--- config.mk ---
export PLATFORM = sky130hd
export DESIGN_NAME = cmd_method_seq
export DESIGN_NICKNAME = d
export VERILOG_FILES = /design/src/rtl/cmdseq_pkg.sv /design/src/rtl/cmdseq_ctrl.sv /design/src/rtl/cmdseq_addr.sv /design/src/rtl/cmdseq_obuf.sv /design/src/rtl/cmd_method_seq.sv
export SDC_FILE = /design/constraint.sdc
export NUM_CORES = 1
export LEC_CHECK = 0
export ABC_AREA = 0
export BUFFER_PORTS_ARGS = -buffer_cell sky130_fd_sc_hd__buf_2
export CORE_ASPECT_RATIO = 0.6
export CORE_MARGIN = 1
export CORE_UTILIZATION = 30
export CTS_CLUSTER_DIAMETER = 120
export DETAILED_ROUTE_END_ITERATION = 8
export PLACE_DENSITY = 0.57
export SLEW_MARGIN = 0
export SYNTH_ARGS = -nofsm -noshare
export SYNTH_HDL_FRONTEND = slang
export SYNTH_SLANG_ARGS = --single-unit
--- constraint.sdc ---
create_clock -name clk -period 4.4 [get_ports clk]
set_clock_uncertainty 0.05 [all_clocks]
set_input_delay 0.88 -clock clk [delete_from_list [all_inputs] [get_ports clk]]
set_output_delay 0.88 -clock clk [all_outputs]
set_load 0.02 [all_outputs]
--- src/rtl/cmdseq_pkg.sv ---
package cmdseq_pkg;
  typedef enum logic [2:0] {
    MODE_STEP = 3'd0,
    MODE_FIX  = 3'd1,
    MODE_ONCE = 3'd2,
    MODE_IMM  = 3'd3
  } seq_mode_e;
endpackage

--- src/rtl/cmdseq_ctrl.sv ---
module cmdseq_ctrl
  import cmdseq_pkg::*;
#(
  parameter int CNT_W = 13
) (
  input  logic             clk,
  input  logic             rst,
  input  logic             hdr_fire,
  input  logic [2:0]       hdr_mode,
  input  logic [CNT_W-1:0] hdr_count,
  input  logic             arg_fire,
  output logic             running,
  output logic [2:0]       run_mode,
  output logic [CNT_W-1:0] idx,
  output logic [CNT_W-1:0] rem,
  output logic             err,
  output logic             imm_fire
);

  logic cnt_zero;

  assign cnt_zero = (hdr_count == '0);
  assign imm_fire = hdr_fire && (hdr_mode == MODE_IMM);

  always_ff @(posedge clk) begin
    if (rst) begin
      running  <= 1'b0;
      run_mode <= MODE_STEP;
      idx      <= '0;
      rem      <= '0;
      err      <= 1'b0;
    end else begin
      err <= 1'b0;
      if (hdr_fire) begin
        case (hdr_mode)
          MODE_STEP, MODE_FIX, MODE_ONCE: begin
            if (cnt_zero) begin
              err <= (hdr_mode == MODE_ONCE);
            end else begin
              running  <= 1'b1;
              run_mode <= hdr_mode;
              idx      <= '0;
              rem      <= hdr_count - CNT_W'(1);
            end
          end
          MODE_IMM: ;
          default: err <= 1'b1;
        endcase
      end else if (arg_fire) begin
        idx <= idx + CNT_W'(1);
        rem <= rem - CNT_W'(1);
        if (rem == '0) running <= 1'b0;
      end
    end
  end

endmodule

--- src/rtl/cmdseq_addr.sv ---
module cmdseq_addr
  import cmdseq_pkg::*;
#(
  parameter int MTHD_W = 13,
  parameter int CNT_W  = 13
) (
  input  logic [2:0]        mode,
  input  logic [MTHD_W-1:0] base,
  input  logic [CNT_W-1:0]  idx,
  output logic [MTHD_W-1:0] mthd
);

  always_comb begin
    case (mode)
      MODE_FIX:  mthd = base;
      MODE_ONCE: mthd = (idx == '0) ? base : base + MTHD_W'(1);
      default:   mthd = base + MTHD_W'(idx);
    endcase
  end

endmodule

--- src/rtl/cmdseq_obuf.sv ---
module cmdseq_obuf #(
  parameter int PW = 64
) (
  input  logic          clk,
  input  logic          rst,
  input  logic          load,
  input  logic [PW-1:0] din,
  input  logic          out_ready,
  output logic          out_valid,
  output logic [PW-1:0] dout,
  output logic          space
);

  assign space = !out_valid || out_ready;

  always_ff @(posedge clk) begin
    if (rst) begin
      out_valid <= 1'b0;
      dout      <= '0;
    end else if (load) begin
      out_valid <= 1'b1;
      dout      <= din;
    end else if (out_ready) begin
      out_valid <= 1'b0;
    end
  end

endmodule

--- src/rtl/cmd_method_seq.sv ---
module cmd_method_seq
  import cmdseq_pkg::*;
#(
  parameter int MTHD_W = 13,
  parameter int SUB_W  = 3,
  parameter int CNT_W  = 13,
  parameter int DATA_W = 32,
  parameter int IMM_W  = 13
) (
  input  logic              clk,
  input  logic              rst,
  input  logic              hdr_valid,
  output logic              hdr_ready,
  input  logic [MTHD_W-1:0] hdr_method,
  input  logic [SUB_W-1:0]  hdr_subch,
  input  logic [CNT_W-1:0]  hdr_count,
  input  logic [2:0]        hdr_mode,
  input  logic [IMM_W-1:0]  hdr_imm,
  input  logic              arg_valid,
  output logic              arg_ready,
  input  logic [DATA_W-1:0] arg_data,
  output logic              wr_valid,
  input  logic              wr_ready,
  output logic [MTHD_W-1:0] wr_method,
  output logic [SUB_W-1:0]  wr_subch,
  output logic [DATA_W-1:0] wr_data,
  output logic [CNT_W-1:0]  wr_remain,
  output logic              busy,
  output logic              err
);

  localparam int PW = MTHD_W + SUB_W + DATA_W + CNT_W;

  logic              hdr_fire, arg_fire, imm_fire, running, space;
  logic [2:0]        run_mode;
  logic [CNT_W-1:0]  idx, rem;
  logic [MTHD_W-1:0] base_q, gen_mthd;
  logic [SUB_W-1:0]  subch_q;
  logic [PW-1:0]     pay_in, pay_out;

  assign hdr_ready = !running && !wr_valid;
  assign busy      = running || wr_valid;
  assign hdr_fire  = hdr_valid && hdr_ready;
  assign arg_ready = running && space;
  assign arg_fire  = arg_valid && arg_ready;

  always_ff @(posedge clk) begin
    if (rst) begin
      base_q  <= '0;
      subch_q <= '0;
    end else if (hdr_fire) begin
      base_q  <= hdr_method;
      subch_q <= hdr_subch;
    end
  end

  cmdseq_ctrl #(.CNT_W(CNT_W)) u_ctrl (
    .clk(clk), .rst(rst), .hdr_fire(hdr_fire), .hdr_mode(hdr_mode),
    .hdr_count(hdr_count), .arg_fire(arg_fire), .running(running),
    .run_mode(run_mode), .idx(idx), .rem(rem), .err(err), .imm_fire(imm_fire)
  );

  cmdseq_addr #(.MTHD_W(MTHD_W), .CNT_W(CNT_W)) u_addr (
    .mode(run_mode), .base(base_q), .idx(idx), .mthd(gen_mthd)
  );

  always_comb begin
    if (imm_fire)
      pay_in = {hdr_method, hdr_subch, DATA_W'(hdr_imm), CNT_W'(0)};
    else
      pay_in = {gen_mthd, subch_q, arg_data, rem};
  end

  cmdseq_obuf #(.PW(PW)) u_obuf (
    .clk(clk), .rst(rst), .load(arg_fire || imm_fire), .din(pay_in),
    .out_ready(wr_ready), .out_valid(wr_valid), .dout(pay_out), .space(space)
  );

  assign {wr_method, wr_subch, wr_data, wr_remain} = pay_out;

endmodule

After elaboration in Yosys (flattened, before gate mapping)
Index checks and enable logic that the tools add are counted.
- register bits after elaboration: 109
- bits of input ports: 82
- logic and storage cells: 65
- add/sub/neg operators: 5
- eq/ne operators: 7
- muxes and demuxes: 20
- bitwise gates (word level): 2
- reduce and logical (&&, ||, !) cells: 22
- operators by type and width (operator ; number):
    2-to-1 mux 13 bit ; 9
    2-to-1 mux 61 bit ; 1
    logical NOT 13 bit ; 3
    adder 13 x 1 -> 13 bit (second input constant) ; 2
    case mux 13 bit (2 select lines) ; 1
    subtractor 13 x 1 -> 13 bit (second input constant) ; 2
    adder 13 bit ; 1
    == test 3 x 2 -> 1 bit (second input constant) ; 3
    2-to-1 mux 1 bit ; 8
    == test 3 x 1 -> 1 bit (second input constant) ; 2
    AND reduction 3 bit ; 2
    nonzero test 2 bit ; 3
    logical AND 1 bit ; 5
    != test 2 bit (second input constant) ; 2
    AND reduction 4 bit ; 1
    logical NOT 3 bit ; 1
    logical OR 1 bit ; 3
    OR reduction 3 bit ; 1
    logical NOT 1 bit ; 2
    inverter 1 bit ; 2
    case mux 1 bit (2 select lines) ; 1
    OR reduction 2 bit ; 1

Depth between registers and ports, before layout
- depth after elaboration: 6
- gate-level depth with buffers: 15
- mapped depth without buffers: 9

Hierarchy
From an unflattened synthesis, not the netlist that was laid out.
- cells, all modules: 759
- area, all modules: 6611.3 um2
- by module, submodules not included (module ; instances ; cells an instance ; area each (um2) ; seq. area each (um2)):
    cmdseq_obuf ; 1 ; 201 ; 2225.9 ; 1241.2
    cmdseq_ctrl ; 1 ; 252 ; 1938.1 ; 620.6
    cmd_method_seq ; 1 ; 143 ; 1343.8 ; 320.3
    cmdseq_addr ; 1 ; 163 ; 1103.6 ; 0.0

Least setup slack after synthesis
No wires, ideal clock.
- path kind: in2reg
- from: input port hdr_valid
- to: register u_ctrl.rem[12]
- library setup time: 0.128 ns
- arrival: 3.568 ns
- required time: 4.222 ns
- slack: 0.654 ns
- cell stages on the path: 14
- cells stage by stage: nor3b_1 clkbuf_1 buf_2 buf_2 buf_1 mux2i_1 ha_1 clkbuf_1 nand2_1 o2bb2ai_1 a21oi_1 a21oi_1 a2bb2oi_1 nor2_1
- word-level cells in the longest chain between the ends: 3
- elaborated cells between the ends (all ways): 6
- RTL lines (what ; line ; source):
    start: declaration ; cmd_method_seq.sv:12 ; input logic hdr_valid,
    logical AND 1 bit * ; cmd_method_seq.sv:43 ; assign hdr_fire = hdr_valid && hdr_ready;
    != test 2 bit (no line) or nonzero test 2 bit (tied branches) ; - ;
    AND reduction 3 bit (no line) ; - ;
    end signal: assignment ; cmdseq_ctrl.sv:43 ; rem <= hdr_count - CNT_W'(1);
    end signal: assignment ; cmdseq_ctrl.sv:51 ; rem <= rem - CNT_W'(1);
    end: declaration ; cmdseq_ctrl.sv:15 ; output logic [CNT_W-1:0] rem,
Mark *: on every way between the ends. The rest lies on a longest branch, timed or not.
A chain may end at the register's enable or synchronous reset.

Worst setup path after layout
- from: input port hdr_mode[2]
- to: register u_ctrl.idx[9]
- word-level cells in the longest chain between the ends: 4
- elaborated cells between the ends (all ways): 6
- RTL lines (what ; line ; source):
    start: declaration ; cmd_method_seq.sv:17 ; input logic [2:0] hdr_mode,
    == test 3 x 1 -> 1 bit, or another cell as far along ; cmdseq_ctrl.sv:35 ; case (hdr_mode)
    OR reduction 3 bit * ; cmdseq_ctrl.sv:35 ;
    != test 2 bit (no line) * ; - ;
    AND reduction 3 bit (no line) * ; - ;
    end signal: assignment ; cmdseq_ctrl.sv:50 ; idx <= idx + CNT_W'(1);
    end: declaration ; cmdseq_ctrl.sv:14 ; output logic [CNT_W-1:0] idx,
Marked as above.

==> metrics.md <==
| Metric | Value |
|---|---|
| Total clock buffers created by CTS | 9 |
| Ratio of cells with drive above 1 in the final layout | 21.7% |
| Final critical delay including setup and external delays | 2.98 ns |
| Avg WL per Cell | 16.1 um |
| Max Cap Viol | 0 |
| Maximum number of pins on one net before global-route repair | 38 |
| Clock-pin transition on the worst setup and hold timing paths | 0.07 ns |
| Class of the tightest hold or removal check | reg2reg |
| Post-synthesis area per instance | 7.63 um^2 |
| Total core area | 18,300 um^2 |
| DIE WIDTH | 180 um |
| Total nets after synthesis | 846 |
| Number of DRC violations after detailed-routing iteration 0 | 391 |
| Total number of nets in the final design | 971 |
| Final setup violation count | 0 |
| Die Ht | 109 um |
| TritonCTS clock tree | built |
| Setup fix buffers added after clock tree synthesis | 0 |
| Vias per inst | 5.32 |
| Global-route usage over all layers | 18.6% |
| Share of synthesized area occupied by flip-flops and latches | 38.3% |
| Instance area at placement | 6670 um^2 |
| CTS Root Cell | sky130_fd_sc_hd__clkbuf_16 |
| Total power divided by cell area | 333 nW/um^2 |
| Required time of the critical path | 4.62 ns |
| IR drop worst, VDD | 0.182 mV |
| Transition at the pin with the smallest max-transition slack | 0.992 ns |
| Maximum fanout along the worst path | 12 |
| Critical path startpoint category | primary input |
| Seq. cell area | 2180 um^2 |
| Status | complete, but fails checks |
| Count of different cell masters after synthesis | 57 |
| Via count | 5,947 |
| Post-cts gate resize count | 0 |
| Fraction of post-synthesis cell area in the top cell type by area | 38.3% |
| Fin crit share | 67.7% |
| Placement Rows | 38 |
| Aggregate routed wire length | 18.0 mm |
| Number of H-tree levels | 3 |
| Crit. End Element | register |
| Data arrival, critical path | 3.20 ns |
| Port Buffer Count | 147 |
| Area taken by multi-input logic gates | 3300 um^2 |
| Final standard cell area without fillers | 6940 um^2 |
| Hold buffer count at CTS | 0 |
| Ranking of synthesized cells by area | sky130_fd_sc_hd__dfxtp_1 38%, sky130_fd_sc_hd__nand2_1 10%, sky130_fd_sc_hd__a21oi_1 8.3%, sky130_fd_sc_hd__nor2_1 3.6%, sky130_fd_sc_hd__ha_1 3.5% |
| DPL Wire Length | 13.2 mm |
| Antenna-violating nets left | 0 |
| Upper clock frequency limit | 336 MHz |
| Number of buffers between clock root and the deepest sink | 2 |
| Post-Syn Area | 5700 um^2 |
| Dominant synthesized flop cell | sky130_fd_sc_hd__dfxtp_1 |
| Setup repair after global routing missed its margin | no |
| Final count of pins violating max slew | 0 |
| Die area | 19,600 um^2 |
| Clock latency of the later-clocked register in the worst-skew pair | 0.35 ns |
| Fin Hold WS | 0.401 ns |
| Vias in the first global route | 5,314 |
| Weighted congestion reported at the end of routability-driven placement | 0.908 |
| Wire length of the first global-routing pass | 28.8 mm |
| Antenna violations before repair | 1 |
| Setup Crit Path Kind | in2reg |
| Hold violation total from the final report | 0 |
| Fill count | 1,982 |
| Drc violations | 22 |
| Ys async rst share | 0% |
| Post-route setup TNS | 0 ns |
| Violated checks | design-rule violations |
| Warnings from Yosys | 0 |
| Starting density of the core | 31.1% |
| Total congestion overflow after global routing | 0 |
| Post-synthesis cell type with the largest combined area | sky130_fd_sc_hd__dfxtp_1 |
| I/O pin cnt | 148 |
| Drt pass-1 iters | 9 |
| Pleak | 2.83 nW |
| Post-synth EDFFs | 0 |
| Relative slew slack | 33.7% |
| Number of cells produced by synthesis | 747 |
| Area added between synthesis and finish | 21.8% |
| Clock sink count | 109 |
| Number of flip-flops and latches in the synthesized netlist | 109 |
[layout by cell type (no fill, tap or decap), drive strengths merged, types with 4 or more instances in the layout]
| cell type | instances |
|---|---|
| o21ai | 29 |
| a21oi | 95 |
| dfxtp | 109 |
| xnor2 | 13 |
| nand4 | 5 |
| inv | 8 |
| a221oi | 4 |
| o211ai | 4 |
| o2111ai | 5 |
| and3 | 8 |
| xor2 | 12 |
| a31oi | 16 |
| o22ai | 19 |
| nand2 | 153 |
| nor3 | 35 |
| nand3 | 18 |
| nor2 | 54 |
| nor4 | 7 |
| clkbuf | 10 |
| o21a | 4 |
| nor3b | 5 |
| or3 | 7 |
| mux2i | 6 |
| a221o | 7 |
| ha | 16 |
| a211oi | 6 |
| a22oi | 9 |
| and2 | 5 |
| buf | 163 |
[critical path: stages]
cell and delay [ns]:
sky130_fd_sc_hd__buf_2 0.11, sky130_fd_sc_hd__or4b_1 0.56, sky130_fd_sc_hd__a21oi_1 0.21, sky130_fd_sc_hd__o21a_1 0.47, sky130_fd_sc_hd__o2111ai_1 0.37, sky130_fd_sc_hd__or3_1 0.45
sky130_fd_sc_hd__a21oi_1 0.15
[power by group]
group	internal [W]	switching (W)	total [W]
combinational	0.000179	0.000278	0.000457
sequential	0.00103	0.0000561	0.00109
clock	0.000383	0.000378	0.000761
total	0.00160	0.000712	0.00231
[stage by stage]
| step | instances | utilization [%] | power, W | setup slack [ns] |
|---|---|---|---|---|
| finish | 1117 | 37.9 | 0.00231 | 1.42 |
| floorplan | 747 | - | 0.00141 | 0.654 |
| detailed placement | 1101 | 36.4 | 0.00156 | 1.06 |
| global route | 1116 | 37.9 | 0.00244 | 1.21 |
| CTS | 1116 | 37.9 | 0.00233 | 1.43 |
| global placement | 1101 | 36.4 | 0.00156 | 1.12 |
[cells by family (layout without fill, tap and decap cells)]
| kind of cell | Yosys count | count (layout) | share of synthesized area (%) |
|---|---|---|---|
| other | 0 | 1 | 0 |
| XOR/XNOR | 25 | 25 | 3.84 |
| multiplexers | 9 | 9 | 1.65 |
| buffers and inverters | 56 | 185 | 3.89 |
| AO/OA/AOI/OAI | 215 | 215 | 23.2 |
| adder cells (fa/ha/maj) | 17 | 17 | 3.87 |
| flip-flops | 109 | 109 | 38.3 |
| AND/OR/NAND/NOR | 316 | 316 | 25.3 |
[synth_stat cells (3+ instances only)]
cell type and instances:
sky130_fd_sc_hd__a211oi_1 6, sky130_fd_sc_hd__a21oi_1 95, sky130_fd_sc_hd__a221o_1 7, sky130_fd_sc_hd__a221oi_1 4
sky130_fd_sc_hd__a22oi_1 9, sky130_fd_sc_hd__a31oi_1 16, sky130_fd_sc_hd__and2_1 5, sky130_fd_sc_hd__and3_1 8
sky130_fd_sc_hd__and4_1 3, sky130_fd_sc_hd__buf_1 6, sky130_fd_sc_hd__buf_2 3, sky130_fd_sc_hd__clkbuf_1 39
sky130_fd_sc_hd__dfxtp_1 109, sky130_fd_sc_hd__ha_1 16, sky130_fd_sc_hd__inv_1 7, sky130_fd_sc_hd__mux2_2 3
sky130_fd_sc_hd__mux2i_1 6, sky130_fd_sc_hd__nand2_1 153, sky130_fd_sc_hd__nand2b_1 3, sky130_fd_sc_hd__nand3_1 18
sky130_fd_sc_hd__nand4_1 5, sky130_fd_sc_hd__nor2_1 54, sky130_fd_sc_hd__nor2b_1 3, sky130_fd_sc_hd__nor3_1 35
sky130_fd_sc_hd__nor3b_1 5, sky130_fd_sc_hd__nor4_1 7, sky130_fd_sc_hd__o2111ai_1 5, sky130_fd_sc_hd__o211ai_1 4
sky130_fd_sc_hd__o21a_1 4, sky130_fd_sc_hd__o21ai_0 29, sky130_fd_sc_hd__o22ai_1 19, sky130_fd_sc_hd__or3_1 6
sky130_fd_sc_hd__xnor2_1 13, sky130_fd_sc_hd__xor2_1 12
[registers in the layout (all words and copies together) (netlist names)]
signal            count
base_q               13
subch_q               3
u_ctrl.err            1
u_ctrl.idx           13
u_ctrl.rem           13
u_ctrl.run_mode       3
u_ctrl.running        1
u_obuf.dout          61
u_obuf.out_valid      1
[layout make-up]
| type | instances | share of cell area (%) |
|---|---|---|
| antenna | 1 | 0.0361 |
| clock buffer | 10 | 3.30 |
| clock inverter | 5 | 0.523 |
| inverter | 7 | 0.379 |
| multi-input combinational | 582 | 47.6 |
| sequential | 109 | 31.5 |
| tap | 240 | 4.33 |
| timing repair buffer | 163 | 12.3 |
[worst paths after layout]
path / from / to / slack, ns / cells after the start
min: u_obuf.dout[29]$_SDFFE_PP0P_ / u_obuf.dout[29]$_SDFFE_PP0P_ / 0.40 / 2
max reg2reg: u_ctrl.idx[0]$_SDFFE_PP0P_ / u_obuf.dout[58]$_SDFFE_PP0P_ / 1.46 / 9
min reg2reg: u_obuf.dout[29]$_SDFFE_PP0P_ / u_obuf.dout[29]$_SDFFE_PP0P_ / 0.40 / 2
max: hdr_mode[2] / u_ctrl.idx[9]$_SDFFE_PP0P_ / 1.42 / 7
[layer usage]
| metal | track usage [%] | vias up | wire (um) |
|---|---|---|---|
| met5 | 0 | - | 0 |
| met4 | 3.26 | 0 | 108 |
| met3 | 4.44 | 12 | 1280 |
| met2 | 26.7 | 198 | 7280 |
| met1 | 27.8 | 2799 | 9300 |
| li1 | - | 2938 | - |
No activity file was read; power rests on OpenSTA's default activity.
